## src/rtl/pcie_irq_link_pkg.sv

```systemverilog
package pcie_irq_link_pkg;
  localparam int REG_W   = 32;
  localparam int ADDR_W  = 16;
  localparam int N_BANKS = 3;
  localparam int INTX_N  = 4;
  localparam int INTX_LSB = 9;
  localparam int DL_BIT  = 1;
  localparam int PHY_BIT = 9;
  localparam int LTSSM_BIT = 2;
  localparam int MODE_LSB = 4;
  localparam int MODE_W  = 4;
  localparam logic [ADDR_W-1:0] A_CTRL   = 16'h8000;
  localparam logic [ADDR_W-1:0] A_STATUS = 16'h8008;
  localparam logic [ADDR_W-1:0] A_CAUSE [N_BANKS] = '{16'h801C, 16'h8024, 16'h802C};
  localparam logic [ADDR_W-1:0] A_MASK  [N_BANKS] = '{16'h8020, 16'h8028, 16'h8030};
endpackage

```

## src/rtl/cause_bank.sv

```systemverilog
module cause_bank #(
  parameter int W = 32
) (
  input  logic         clk,
  input  logic         rst_n,
  input  logic [W-1:0] evt,
  input  logic         clr_en,
  input  logic         mask_en,
  input  logic [W-1:0] wdata,
  output logic [W-1:0] cause,
  output logic [W-1:0] mask,
  output logic         hit
);
  logic [W-1:0] clr_bits;
  assign clr_bits = clr_en ? wdata : '0;

  always_ff @(posedge clk) begin
    if (!rst_n) begin
      cause <= '0;
      mask  <= '0;
    end else begin
      cause <= (cause & ~clr_bits) | evt;
      if (mask_en) mask <= wdata;
    end
  end

  assign hit = |(cause & mask);

  // a pulsed event is recorded at the next edge
  assert_evt_sets_R2: assert property (@(posedge clk) disable iff (!rst_n)
    (|evt) |=> ((cause & $past(evt)) == $past(evt)));
  // without events or clears the bank keeps its state
  assert_sticky_R2: assert property (@(posedge clk) disable iff (!rst_n)
    (!clr_en && evt == '0) |=> $stable(cause));
  // cleared bits without a competing event end up zero
  assert_clear_R4: assert property (@(posedge clk) disable iff (!rst_n)
    clr_en |=> ((cause & $past(wdata & ~evt)) == '0));
endmodule

```

## src/rtl/link_mon.sv

```systemverilog
module link_mon (
  input  logic clk,
  input  logic rst_n,
  input  logic dl_raw,
  input  logic phy_raw,
  output logic dl_q,
  output logic phy_q,
  output logic up
);
  always_ff @(posedge clk) begin
    if (!rst_n) begin
      dl_q  <= 1'b0;
      phy_q <= 1'b0;
      up    <= 1'b0;
    end else begin
      dl_q  <= dl_raw;
      phy_q <= phy_raw;
      up    <= dl_raw & phy_raw;
    end
  end

  // link reported up only if both raw inputs were present one edge before
  assert_link_both_R8: assert property (@(posedge clk) disable iff (!rst_n)
    up |-> ($past(dl_raw) && $past(phy_raw)));
endmodule

```

## src/rtl/pcie_irq_link_unit.sv

```systemverilog
module pcie_irq_link_unit
  import pcie_irq_link_pkg::*;
(
  input  logic              clk,
  input  logic              rst_n,
  input  logic              wr_en,
  input  logic              rd_en,
  input  logic [ADDR_W-1:0] addr,
  input  logic [REG_W-1:0]  wr_data,
  output logic [REG_W-1:0]  rd_data,
  input  logic [INTX_N-1:0] intx,
  input  logic [REG_W-1:0]  evt1,
  input  logic [REG_W-1:0]  evt2,
  input  logic [REG_W-1:0]  err_evt,
  input  logic              dl_up_raw,
  input  logic              phy_up_raw,
  output logic              irq,
  output logic              err_irq,
  output logic              link_up,
  output logic              ltssm_en,
  output logic [MODE_W-1:0] dev_mode
);
  localparam logic [REG_W-1:0] CTRL_KEEP =
    (REG_W'(1) << LTSSM_BIT) | (REG_W'((1 << MODE_W) - 1) << MODE_LSB);

  logic [REG_W-1:0] bank_evt   [N_BANKS];
  logic [REG_W-1:0] bank_cause [N_BANKS];
  logic [REG_W-1:0] bank_mask  [N_BANKS];
  logic [N_BANKS-1:0] bank_hit;
  logic [REG_W-1:0] ctrl_q;
  logic dl_q, phy_q;

  assign bank_evt[0] = evt1 | (REG_W'(intx) << INTX_LSB);
  assign bank_evt[1] = evt2;
  assign bank_evt[2] = err_evt;

  for (genvar b = 0; b < N_BANKS; b++) begin : g_bank
    cause_bank #(.W(REG_W)) u_bank (
      .clk     (clk),
      .rst_n   (rst_n),
      .evt     (bank_evt[b]),
      .clr_en  (wr_en && addr == A_CAUSE[b]),
      .mask_en (wr_en && addr == A_MASK[b]),
      .wdata   (wr_data),
      .cause   (bank_cause[b]),
      .mask    (bank_mask[b]),
      .hit     (bank_hit[b])
    );
  end

  link_mon u_link (
    .clk     (clk),
    .rst_n   (rst_n),
    .dl_raw  (dl_up_raw),
    .phy_raw (phy_up_raw),
    .dl_q    (dl_q),
    .phy_q   (phy_q),
    .up      (link_up)
  );

  assign irq     = bank_hit[0] | bank_hit[1];
  assign err_irq = bank_hit[2];

  always_ff @(posedge clk) begin
    if (!rst_n) ctrl_q <= '0;
    else if (wr_en && addr == A_CTRL) ctrl_q <= wr_data & CTRL_KEEP;
  end
  assign ltssm_en = ctrl_q[LTSSM_BIT];
  assign dev_mode = ctrl_q[MODE_LSB +: MODE_W];

  logic [REG_W-1:0] rd_mux;
  always_comb begin
    rd_mux = '0;
    if (addr == A_CTRL) rd_mux = ctrl_q;
    if (addr == A_STATUS) begin
      rd_mux[DL_BIT]  = dl_q;
      rd_mux[PHY_BIT] = phy_q;
    end
    for (int b = 0; b < N_BANKS; b++) begin
      if (addr == A_CAUSE[b]) rd_mux = bank_cause[b];
      if (addr == A_MASK[b])  rd_mux = bank_mask[b];
    end
  end

  always_ff @(posedge clk) begin
    if (!rst_n) rd_data <= '0;
    else if (rd_en) rd_data <= rd_mux;
  end

  logic unmapped;
  assign unmapped = addr != A_CTRL && addr != A_STATUS &&
    addr != A_CAUSE[0] && addr != A_CAUSE[1] && addr != A_CAUSE[2] &&
    addr != A_MASK[0] && addr != A_MASK[1] && addr != A_MASK[2];

  // no enabled source means no general interrupt
  assert_irq_masked_R6: assert property (@(posedge clk) disable iff (!rst_n)
    (bank_mask[0] == '0 && bank_mask[1] == '0) |-> !irq);
  // zero error mask keeps the error line low
  assert_err_masked_R7: assert property (@(posedge clk) disable iff (!rst_n)
    (bank_mask[2] == '0) |-> !err_irq);
  // unmapped reads return zero
  assert_unmapped_rd_R10: assert property (@(posedge clk) disable iff (!rst_n)
    (rd_en && unmapped) |=> (rd_data == '0));
  // control outputs only move on a control write
  assert_ctrl_hold_R9: assert property (@(posedge clk) disable iff (!rst_n)
    !(wr_en && addr == A_CTRL) |=> ($stable(ltssm_en) && $stable(dev_mode)));
endmodule

```

## config.mk

```make
export PLATFORM = sky130hd
export DESIGN_NAME = pcie_irq_link_unit
export DESIGN_NICKNAME = d
export VERILOG_FILES = /design/src/rtl/pcie_irq_link_pkg.sv /design/src/rtl/cause_bank.sv /design/src/rtl/link_mon.sv /design/src/rtl/pcie_irq_link_unit.sv
export SDC_FILE = /design/constraint.sdc
export NUM_CORES = 1
export LEC_CHECK = 0
export BUFFER_PORTS_ARGS = -buffer_cell sky130_fd_sc_hd__buf_2
export CORE_MARGIN = 3
export CORE_UTILIZATION = 45
export DETAILED_ROUTE_END_ITERATION = 6
export GPL_ROUTABILITY_DRIVEN = 0
export PLACE_DENSITY_LB_ADDON = 0.1
export SETUP_SLACK_MARGIN = 0.2
export SLEW_MARGIN = 40
export SYNTH_ARGS = -nofsm -noshare
export SYNTH_HDL_FRONTEND = slang
export SYNTH_SLANG_ARGS = --single-unit
```

## constraint.sdc

```tcl
create_clock -name clk -period 3.1 [get_ports clk]
set_input_delay 0.62 -clock clk [delete_from_list [all_inputs] [get_ports clk]]
set_output_delay 0.62 -clock clk [all_outputs]
set_load 0.05 [all_outputs]
```

==> impl_metrics.py <==
metrics = {
    "route": {
        "first_pass_iters": 5,
        "drt-initial-drc-count": 950,
        "vias": 10300,
        "antenna_left": 0,
        "wl_um": 41200,
        "drc": 0,
        "wire_per_inst_um": 24.1,
        "viasPerCell": 6.03,
    },
    "place": {
        "dpl.hpwl_um": 29600,
        "numPortBuffers": 193,
        "place_inst": 1662,
    },
    "synth": {
        "synth_edf_count": 0,
        "synth.top_cells.by_count": "dfxtp_1, nand2_1, a21boi_0",
        "synth-seq-cells": 232,
        "synth_area_per_cell_um2": 8.77,
        "synth_compound_area_share_pct": 36.6,
        "syn-cell-area_um2": 10700,
        "ys_types": 53,
        "yosys.area_share.simple_pct": 15.5,
        "synth_seq_area_share_pct": 43.3,
        "yosysMostFrequentCell": "dfxtp_1",
        "synthTopCellsByArea": "dfxtp_1, a21boi_0, nand2_1",
        "synth_top_family_by_area": "compound AO/OA/AOI/OAI gates",
        "synth.mux.area_fraction_pct": 0.467,
        "ys_async_sr_fraction_pct": 0,
        "yosysTopAreaCellShare_pct": 43.3,
        "syn_nets": 1377,
        "yosysWarnings": 0,
        "synthAdderAreaFrac_pct": 0,
        "synth_flop_cell": "dfxtp_1",
        "yosysTopAreaCell": "dfxtp_1",
        "syn-instance-count": 1223,
        "synthXorXnorAreaFrac_pct": 0,
    },
    "sta": {
        "setup_tns_ns": 0,
        "slew_headroom_pct": 50.5,
        "setup_viol": 0,
        "fin_worst_skew_ns": 0.0151,
        "min_period_over_period_pct": 93.0,
        "period_needed_ns": 2.88,
        "finalMaxSlewViolations": 0,
        "finalHoldViolCount": 0,
        "worst_slew_pin_slew_ns": 0.741,
        "max_freq_mhz": 347,
        "rsz0062_at_grt": "true",
    },
    "pwr": {
        "p_per_area_nw_per_um2": 537,
        "pwr-share-clk_pct": 47.2,
        "p_sw_share_pct": 23.8,
        "total_leakage_power_nw": 4.90,
        "netSwitchingPower_mw": 1.66,
        "cellInternalPower_mw": 5.31,
        "power_mw": 6.97,
        "power_frac_comb_pct": 7.0,
        "power_frac_seq_pct": 45.7,
        "worst_ir_drop_vdd_uv": 437,
    },
    "grt": {
        "grt_pass1_wl_um": 61400,
        "grt_use_total_pct": 30.7,
        "grt_overflow": 0,
        "grt_max_degree": 203,
        "grt_pass1_vias": 9581,
        "antenna_found_initial": 1,
    },
    "finish": {
        "area_delta_synth_final_pct": 21.2,
        "multi_input_area_um2": 5740,
        "drive_gt1_share_pct": 21.2,
        "fin_cells": 1711,
        "regArea_um2": 4650,
        "nets": 1533,
        "n_antenna_cell": 0,
        "fillers": 2177,
    },
    "setup_path": {
        "slowest_delay_ns": 0.54,
        "setup.worst_path.start": "g_bank[1].u_bank.cause[29]",
        "cp-start-kind": "flip-flop",
        "crit_slowest_cell": "or4_4",
        "crit_chain": "a22o_1, a221oi_2, nand4_1, or4_4, buf_8",
        "cp.required_ns": 2.48,
        "reg2reg_from": "g_bank[1].u_bank.cause[1]",
        "path_buf_inv": 1,
        "critPathKind": "flip-flop to output port",
        "crit_path_max_fanout": 3,
        "crit_path_end_kind": "output port",
        "crit_arrival_ns": 2.26,
        "cp_top_family": "simple AND/OR/NAND/NOR gates",
    },
    "clocking": {
        "numCtsBuffers": 26,
        "path_clk_slew_ns": 0.06,
        "cts_tree": "yes",
        "root_buffer": "clkbuf_16",
        "worstSkewPairLatency_ns": 0.54,
        "cts_num_sinks": 232,
        "cts_buffer_depth": 3,
        "htree_levels": 1,
        "post_cts_buffers": 0,
    },
    "floorplanning": {
        "row_count": 55,
        "die_w_um": 160,
        "fp.dieH_um": 160,
        "die-area_um2": 25700,
        "core_um2": 23100,
        "start_util_pct": 46.5,
        "io-pin-count": 194,
    },
    "outcome": {
        "outcome": "finished clean",
    },
    "hold_path": {
        "hold_class": "primary input to flip-flop",
        "min-delay-start": "evt1[2]",
    },
    "flow_run": {
        "max_cap_violations": 0,
    },
}
==> registers in the layout, summed over array words and instances, names as in the netlist <==
signal and cells:
g_bank.u_bank.mask 96, g_bank.u_bank.cause 96, ctrl_q 5, u_link.up 1, u_link.dl_q 1, u_link.phy_q 1
rd_data 32
==> kinds of logic after synthesis <==
group,after synthesis
buf+inv,104
compound gates,536
simple gates,346
mux,5
flops,232
==> cells in the final DEF, fill, tap and decap left out, types with 12 or more instances in the layout <==
master       n
a21boi_0   125
a21boi_1    61
a21oi_1     43
a221oi_1    34
a221oi_2    12
a22o_1      18
a22oi_1     34
a2bb2oi_1   21
and3_1      17
buf_2      190
buf_4       27
clkbuf_16   26
dfxtp_1    225
nand2_1    212
nor2_1      27
nor2b_1     32
o21a_1      93
o21ai_0     43
==> area by class of cell <==
cell class / instances / area share, %
Tap cell: 313 / 3.01
Multi-Input combinational cell: 887 / 44.2
Clock inverter: 11 / 1.31
Clock buffer: 36 / 5.76
Sequential cell: 232 / 35.8
Timing Repair Buffer: 223 / 9.68
Inverter: 9 / 0.260
==> metal layers <==
layer | wire length [µm] | up-vias | share of wire (%) | track usage [%]
met4 | 971 | 0 | 2.4 | 7.26
met1 | 18500 | 4942 | 45 | 45.8
met3 | 3800 | 56 | 9.2 | 4.80
li1 | - | 4779 | - | -
met2 | 17900 | 535 | 43 | 46.4
met5 | 0 | - | 0 | 0
==> power groups by stage <==
stage,sequential [mW],clock [mW],combinational [mW]
final,3.19,3.29,0.490
after global routing,3.19,3.42,0.529
after CTS,3.18,3.31,0.480
after detailed placement,3.24,0,0.477
after global placement,3.25,0,0.473
after floorplan,3.18,0,0.248
==> through the flow <==
step	utilization, %	setup WS, ns	cell area [µm²]	hold slack [ns]
CTS	56.1	0.209	12900	0.279
global placement	51.8	-0.0857	11900	0.446
global route	56.4	0.186	13000	0.287
detailed placement	51.8	0.326	11900	0.451
finish	56.4	0.217	13000	0.287
floorplan	-	0.877	10700	0.443
==> worst reg2reg max path, delay by kind of cell, from the launching register on <==
kind,cells,cell delay [ns]
buffers and inverters,1,0.08
AOI/OAI and AO/OA,4,0.93
DFF,1,0.38
==> repair_timing <==
action | CTS | global route
resized for setup | 15 | 10
endpoints found under the setup margin | 1 | 2
cloned | 0 | 0
hold endpoints to repair | 0 | 0
pin swaps | 4 | 4
hold buffers | 0 | 0
==> worst paths after layout <==
check | endpoint | slack, ns | cells after the start
worst min-delay path | g_bank[0].u_bank.cause[2] | 0.29 | 2
worst min register to register | rd_data[13] | 0.46 | 2
worst max-delay path | irq | 0.22 | 5
worst max register to register | rd_data[1] | 1.65 | 5
Note: power is estimated with default switching activity, not from simulation.
